## src/rtl/sirq_pkg.sv

```systemverilog
package sirq_pkg;

  typedef enum logic [2:0] {
    ST_IDLE,
    ST_START,
    ST_SREC,
    ST_STA,
    ST_SLOT,
    ST_STOP,
    ST_PREC,
    ST_PTA
  } sirq_state_t;

  typedef struct packed {
    logic sampleEn;
    logic latchEn;
  } strobe_t;

endpackage

```

## src/rtl/sirq_host_ctrl.sv

```systemverilog
module sirq_host_ctrl
  import sirq_pkg::*;
#(
  parameter int START_W   = 4,
  parameter int NUM_SLOTS = 21
) (
  input  logic    clk,
  input  logic    rstN,
  input  logic    quietSel,
  input  logic    lineIn,
  output logic    driveEn,
  output logic    driveVal,
  output strobe_t strb
);

  localparam int CNT_W  = $clog2(START_W) + 1;
  localparam int SLOT_W = (NUM_SLOTS > 1) ? $clog2(NUM_SLOTS) : 1;
  localparam logic [CNT_W-1:0]  START_LAST = CNT_W'(START_W - 1);
  localparam logic [SLOT_W-1:0] SLOT_LAST  = SLOT_W'(NUM_SLOTS - 1);

  sirq_state_t       state;
  logic [CNT_W-1:0]  cnt;
  logic [1:0]        phase;
  logic [SLOT_W-1:0] slotIdx;
  logic              quietMode;
  logic [CNT_W-1:0]  stopLast;

  // quiet stop is two clocks (last count 1), continuous is three (last count 2)
  assign stopLast = quietMode ? CNT_W'(1) : CNT_W'(2);

  always_ff @(posedge clk or negedge rstN) begin
    if (!rstN) begin
      state     <= ST_IDLE;
      cnt       <= '0;
      phase     <= '0;
      slotIdx   <= '0;
      quietMode <= 1'b0;
    end else begin
      case (state)
        ST_IDLE: begin
          if (!quietMode) begin
            state <= ST_START;
            cnt   <= '0;
          end else if (!lineIn) begin
            // device already held the line low for one clock
            state <= ST_START;
            cnt   <= CNT_W'(1);
          end
        end
        ST_START: begin
          if (cnt == START_LAST) begin
            state <= ST_SREC;
            cnt   <= '0;
          end else begin
            cnt <= cnt + CNT_W'(1);
          end
        end
        ST_SREC: state <= ST_STA;
        ST_STA: begin
          state   <= ST_SLOT;
          phase   <= '0;
          slotIdx <= '0;
        end
        ST_SLOT: begin
          if (phase == 2'd2) begin
            phase <= '0;
            if (slotIdx == SLOT_LAST) begin
              state     <= ST_STOP;
              cnt       <= '0;
              quietMode <= quietSel;
            end else begin
              slotIdx <= slotIdx + SLOT_W'(1);
            end
          end else begin
            phase <= phase + 2'd1;
          end
        end
        ST_STOP: begin
          if (cnt == stopLast) begin
            state <= ST_PREC;
            cnt   <= '0;
          end else begin
            cnt <= cnt + CNT_W'(1);
          end
        end
        ST_PREC: state <= ST_PTA;
        ST_PTA: begin
          cnt   <= '0;
          state <= quietMode ? ST_IDLE : ST_START;
        end
        default: state <= ST_IDLE;
      endcase
    end
  end

  always_comb begin
    driveEn       = (state == ST_START) || (state == ST_SREC) ||
                    (state == ST_STOP)  || (state == ST_PREC);
    driveVal      = (state == ST_SREC) || (state == ST_PREC);
    strb.sampleEn = (state == ST_SLOT) && (phase == 2'd0);
    strb.latchEn  = (state == ST_PTA);
  end

endmodule

```

## src/rtl/sirq_host_dp.sv

```systemverilog
module sirq_host_dp
  import sirq_pkg::*;
#(
  parameter int NUM_SLOTS = 21
) (
  input  logic                 clk,
  input  logic                 rstN,
  input  logic                 lineIn,
  input  strobe_t              strb,
  output logic [NUM_SLOTS-1:0] irqStatus,
  output logic                 statusValid
);

  logic [NUM_SLOTS-1:0] shiftQ;
  logic [NUM_SLOTS-1:0] shiftD;

  // new sample enters at the top; after all slots, slot 0 sits in bit 0
  generate
    if (NUM_SLOTS == 1) begin : g_one
      assign shiftD = ~lineIn;
    end else begin : g_many
      assign shiftD = {~lineIn, shiftQ[NUM_SLOTS-1:1]};
    end
  endgenerate

  always_ff @(posedge clk or negedge rstN) begin
    if (!rstN) begin
      shiftQ      <= '0;
      irqStatus   <= '0;
      statusValid <= 1'b0;
    end else begin
      if (strb.sampleEn) shiftQ <= shiftD;
      if (strb.latchEn) irqStatus <= shiftQ;
      statusValid <= strb.latchEn;
    end
  end

endmodule

```

## src/rtl/sirq_host_top.sv

```systemverilog
module sirq_host_top
  import sirq_pkg::*;
#(
  parameter int START_W   = 4,
  parameter int NUM_SLOTS = 21
) (
  input  logic                 clk,
  input  logic                 rstN,
  input  logic                 quietSel,
  input  logic                 lineIn,
  output logic                 driveEn,
  output logic                 driveVal,
  output logic [NUM_SLOTS-1:0] irqStatus,
  output logic                 statusValid
);

  strobe_t strb;

  sirq_host_ctrl #(
    .START_W  (START_W),
    .NUM_SLOTS(NUM_SLOTS)
  ) ctrl_i (
    .clk     (clk),
    .rstN    (rstN),
    .quietSel(quietSel),
    .lineIn  (lineIn),
    .driveEn (driveEn),
    .driveVal(driveVal),
    .strb    (strb)
  );

  sirq_host_dp #(
    .NUM_SLOTS(NUM_SLOTS)
  ) dp_i (
    .clk        (clk),
    .rstN       (rstN),
    .lineIn     (lineIn),
    .strb       (strb),
    .irqStatus  (irqStatus),
    .statusValid(statusValid)
  );

endmodule

```

## config.mk

```make
export PLATFORM = sky130hd
export DESIGN_NAME = sirq_host_top
export DESIGN_NICKNAME = d
export VERILOG_FILES = /design/src/rtl/sirq_pkg.sv /design/src/rtl/sirq_host_ctrl.sv /design/src/rtl/sirq_host_dp.sv /design/src/rtl/sirq_host_top.sv
export SDC_FILE = /design/constraint.sdc
export NUM_CORES = 1
export LEC_CHECK = 0
export ABC_AREA = 1
export BUFFER_PORTS_ARGS = -buffer_cell sky130_fd_sc_hd__buf_4
export CAP_MARGIN = 20
export CORE_AREA = 8 8 105 78
export CTS_CLUSTER_DIAMETER = 80
export CTS_CLUSTER_SIZE = 30
export DETAILED_ROUTE_END_ITERATION = 10
export DIE_AREA = 0 0 113 86
export GPL_TIMING_DRIVEN = 0
export HOLD_SLACK_MARGIN = 0.03
export SLEW_MARGIN = 10
export SYNTH_ARGS = -nofsm -noshare
export SYNTH_HDL_FRONTEND = slang
export SYNTH_SLANG_ARGS = --single-unit
export TNS_END_PERCENT = 30
```

## constraint.sdc

```tcl
create_clock -name clk -period 3.1 [get_ports clk]
set_input_delay 0 -clock clk [delete_from_list [all_inputs] [get_ports clk]]
set_output_delay 0 -clock clk [all_outputs]
set_load 0.02 [all_outputs]
```

Word-level counts from Yosys, hierarchy flattened --
Index checks and enable logic that the tools add are counted.
Storage, ports and cells: register bits after elaboration 57, word-level logic and storage cells 62
Operators by class: bitwise logic cells 1, mux-type cells 20, reduce and logical (&&, ||, !) cells 13, $add $sub $neg 3, equal/unequal tests 17
Operators by type and width (number):
- $mux W3 | 11
- $pmux W3 S8 | 1
- $pmux W3 S5 | 1
- $eq A3 B3 Y1 const B | 4
- $mux W5 | 2
- $pmux W5 S2 | 1
- $eq A3 B2 Y1 const B | 3
- $ne A2 B1 Y1 const B | 4
- $reduce_and A3 Y1 | 2
- $add A5 B1 Y5 const B | 1
- $eq A5 B5 Y1 const B | 1
- $reduce_and A5 Y1 | 1
- $reduce_bool A5 Y1 | 1
- $logic_or A1 B1 Y1 | 4
- $mux W2 | 2
- $pmux W2 S2 | 1
- $reduce_and A4 Y1 | 1
- $add A3 B1 Y3 const B | 1
- $eq A3 B1 Y1 const B | 1
- $eq A3 B3 Y1 | 1
- $logic_not A3 Y1 | 1
- $ne A3 B3 Y1 const B | 1
- $add A2 B1 Y2 const B | 1
- $eq A2 B2 Y1 const B | 1
- 6 further kinds | 6

Logic depth before layout (Yosys ltp) --
depth in word-level cells 4, mapped depth 9, depth with buffers taken out 9

Modules after synthesis --
Synthesis repeated with hierarchy kept, for this count alone.
Second synthesis, totals: cell total of the unflattened synthesis 323, area total of the unflattened synthesis 2741.4 um^2
By module, submodules not included:
- sirq_host_dp | cells each 180, instances 1, seq. area each 1076.0 um^2, area each 1635.3 um^2
- sirq_host_ctrl | cells each 143, instances 1, seq. area each 350.3 um^2, area each 1106.1 um^2

Worst setup path after synthesis --
OpenSTA, ideal clock, no wires.
path type reg-to-reg, start register ctrl_i.state[1], end register dp_i.shiftQ[12], buffers on the path 1, slack 1.893 ns, required time 2.983 ns, clock period less this slack 1.207 ns, stages on the path, launching flop included 8, arrival 1.090 ns, path through dfrtp_1 > inv_1 > nand2_1 > nor2_4 > nand3_4 > buf_6 > nand2_1 > o21ai_2
Between the ends: longest elaborated chain between the ends 2
Ends and longest elaborated chain:
- from (decl) | RTL line sirq_host_ctrl.sv:21 | sirq_state_t state;
- from (signal assigned) | RTL line sirq_host_ctrl.sv:89 | state <= quietMode ? ST_IDLE : ST_START;
- $eq A3 B3 Y1 | RTL line sirq_host_ctrl.sv:100 | strb.sampleEn = (state == ST_SLOT) && (phase == 2'd0);
- $logic_and A1 B1 Y1 | RTL line sirq_host_ctrl.sv:100
- to (signal assigned) | RTL line sirq_host_dp.sv:32 | if (strb.sampleEn) shiftQ <= shiftD;
- to (decl) | RTL line sirq_host_dp.sv:14 | logic [NUM_SLOTS-1:0] shiftQ;
No other way between the ends. A chain may end at the register's enable or synchronous reset.

Worst setup path after layout --
start register ctrl_i.state[1], end register dp_i.irqStatus[6]
Between the ends: longest elaborated chain between the ends 1
Ends and longest elaborated chain:
- $eq A3 B3 Y1 | RTL line sirq_host_ctrl.sv:101 | strb.latchEn = (state == ST_PTA);
- to (signal assigned) | RTL line sirq_host_dp.sv:33 | if (strb.latchEn) irqStatus <= shiftQ;
- to (decl) | RTL line sirq_host_dp.sv:10 | output logic [NUM_SLOTS-1:0] irqStatus,
No other way between the ends.

==> results_dict.tcl <==
set metrics [dict create \
    outcome "finished, final reports clean" \
    synth_xor_area_share_pct 1.03 \
    maxCapViolCount 0 \
    initial_core_util_pct 38.9 \
    end_kind "register" \
    dp_hpwl_um 3530 \
    clk_latency_ns 0.33 \
    cts-buffers-inserted 9 \
    synth_compound_area_share_pct 14.0 \
    antenna_found_initial 0 \
    synth-edff-count 0 \
    fillers 656 \
    p_sw_uw 968 \
    ant_nets 0 \
    area_delta_synth_final_pct 20.5 \
    multi_input_area_um2 921 \
    layout.nets 331 \
    cpMaxStageDelayCell "dfrtp_1" \
    grt_pass1_vias 1859 \
    pwr-share-comb_pct 34.8 \
    synth.cell_area_um2 2560 \
    vias_per_cell 4.63 \
    cts.sinks 57 \
    rows 25 \
    synth.avg_cell_area_um2 9.10 \
    max_slew_margin_pct 51.8 \
    worstHoldPathType "in2async" \
    tns_ns 0 \
    post_cts_resized 0 \
    synthArstFlopShare_pct 100 \
    firstDrtPassIters 4 \
    gr-usage-all-layers_pct 11.6 \
    die_area_um2 9720 \
    ys_ff_latch 57 \
    ff_latch_area_um2 1430 \
    ir_worst_vdd_mv 0.476 \
    worst_setup_path_start_kind "register" \
    numPortBuffers 27 \
    swShare_pct 37.6 \
    synth_top_family_by_area "simple AND/OR/NAND/NOR gates" \
    htree_num_levels 3 \
    required_ns 3.30 \
    critical_path_class "reg2reg" \
    period_share_pct 46.8 \
    power_per_cell_area_nw_per_um2 836 \
    wl_per_cell_um 12.6 \
    synthTopCellsByArea "dfrtp_1, nand2_1, o21ai_2" \
    ys.flop_type "dfrtp_1" \
    path_cells "nand2_1, inv_1, nand2_1, clkbuf_1, o21ai_0" \
    synthAdderAreaFrac_pct 2.45 \
    internal_power_uw 1610 \
    crit_arrival_ns 1.65 \
    power_frac_clock_pct 26.0 \
    fin_crit_ns 1.45 \
    fin_skew_ns 0.00681 \
    clkTransAtPathRegs_ns 0.06 \
    final_cell_area_um2 3080 \
    rsz0062_at_grt "no" \
    io_pins 28 \
    cpPeakStageDelay_ns 0.43 \
    slew_violations 0 \
    synth_cell_type_count 22 \
    finalWirelength_um 5150 \
    grt_overflow 0 \
    path_max_fanout 10 \
    synth_area_leader_cell "dfrtp_1" \
    cts_buffer_depth 2 \
    gp_congestion 0.850 \
    die_h_um 86 \
    cts_tree "yes" \
    fmax_mhz 689 \
    die_w_um 113 \
    remaining_drc_errors 0 \
    cts_root_buffer "clkbuf_8" \
    syn_nets 290 \
    setup_viol 0 \
    yosysTopAreaCellShare_pct 55.8 \
    seq_power_share_pct 39.2 \
    coreArea_um2 6570 \
    drive_above_1_share_pct 22.0 \
    synthCells 281 \
    ys_seq_area_share_pct 55.8 \
    hold_viol_final 0 \
    leakage_uw 0.00151 \
    worst-slew-pin-transition_ns 0.724 \
    synthMuxAreaShare_pct 0 \
    place_area_um2 2860 \
    vias 1888 \
    grt_pass1_wl_um 8850 \
    initialDrtViolationCount 90 \
    crit_path_frequent_cell "nand2_1" \
    yosys_warnings 0 \
    grt_max_degree 58 \
    antenna_cells 0 \
    synthSimpleGateAreaFrac_pct 18.6 \
]
==> state kept, by name (all words and copies together) (netlist names) <==
name and cells:
ctrl_i.slotIdx 5, ctrl_i.quietMode 1, dp_i.shiftQ 21, ctrl_i.state 3, dp_i.irqStatus 21, dp_i.statusValid 1, ctrl_i.phase 2, ctrl_i.cnt 3
==> metal layers <==
metal / wire length, um / part of all wire (%) / vias up / global-route usage, %
li1: - / - / 972 / -
met2: 2200 / 43 / 27 / 17.1
met3: 255 / 4.9 / 5 / 5.26
met4: 43 / 0.83 / 0 / 3.25
met5: 0 / 0 / - / 0
met1: 2650 / 52 / 884 / 14.9
==> area by class of cell <==
type	instances	share of cell area [%]
multi-input combinational	177	29.9
timing repair buffer	30	7.56
clock buffer	13	4.84
buffer	8	2.03
inverter	39	4.75
tap	81	3.29
clock inverter	3	1.30
sequential	57	46.3
==> path summary, 6_finish.rpt <==
check | from | end | slack, ns | cells after the start
max | ctrl_i.state[1] | dp_i.irqStatus[6] | 1.65 | 5
min | rstN | dp_i.irqStatus[4] | 0.27 | 2
max reg2reg | ctrl_i.state[1] | dp_i.irqStatus[6] | 1.65 | 5
min reg2reg | dp_i.shiftQ[11] | dp_i.shiftQ[11] | 0.48 | 2
max in group asynchronous | rstN | ctrl_i.phase[0] | 2.34 | 2
min in group clk | lineIn | dp_i.shiftQ[20] | 0.40 | 3
==> synthesized netlist by cell type, types with 3 or more instances <==
cell	count
nand2_1	87
ha_1	5
dfrtp_1	57
nor2_1	12
a21oi_1	3
buf_6	4
inv_1	37
nand3_1	8
o21ai_2	21
xor2_1	3
o21ai_0	27
==> critical path, delay by kind of cell (launching register included) <==
kind / cells / cell delay (ns)
buffers and inverters: 2 / 0.45
and+or+nand+nor: 2 / 0.30
DFF: 1 / 0.43
AOI/OAI and AO/OA: 1 / 0.14
==> cells by family (layout without fill, tap and decap cells) <==
kind of cell             count (synthesis)  in the layout
flip-flops                              57             57
AO/OA/AOI/OAI                           55             55
AND/OR/NAND/NOR                        114            114
XOR/XNOR                                 3              3
adder cells (fa/ha/maj)                  5              5
buffers and inverters                   47             93
==> power groups by stage <==
stage	registers (uW)	logic, uW	clock network, uW
after floorplan	1050	596	0
after global placement	1020	894	0
after detailed placement	1020	905	0
after CTS	1010	909	698
after global routing	1030	1020	726
final	1010	895	670
==> metrics by stage <==
stage | total power (uW) | setup slack (ns) | std cells | utilization, % | hold slack [ns]
6_report | 2570 | 1.65 | 408 | 46.9 | 0.267
5_1_grt | 2780 | 1.48 | 408 | 46.9 | 0.343
4_1_cts | 2610 | 1.65 | 408 | 46.9 | 0.281
3_5_place_dp | 1920 | 1.66 | 389 | 43.5 | 0.111
3_3_place_gp | 1910 | 1.66 | 389 | 43.5 | 0.109
2_1_floorplan | 1650 | 1.89 | 281 | - | -0.296
==> repair_timing <==
action                                 CTS  global route
setup buffers                            0             0
hold buffers                             3             0
endpoints found under the hold margin   59             0
setup endpoints to repair                0             0
==> cell usage in the layout, fill, tap and decap left out <==
cell            n
bufinv_16       1
inv_1          37
a21oi_1         3
dlygate4sd3_1   3
a31oi_1         2
nor3_1          1
ha_1            5
nand3b_1        1
o21ai_0        27
nand4_1         2
buf_2           2
nand2_1        87
nor2_1         12
nor2_4          1
clkbuf_1        5
buf_4          27
dfrtp_1        57
o21ai_1         2
o21ai_2        21
clkbuf_8       10
nand3_1         8
clkinv_2        2
nand3_4         1
inv_2           2
nand3_2         1
xor2_1          3
buf_6           4
No activity file was read; power rests on OpenSTA's default activity.
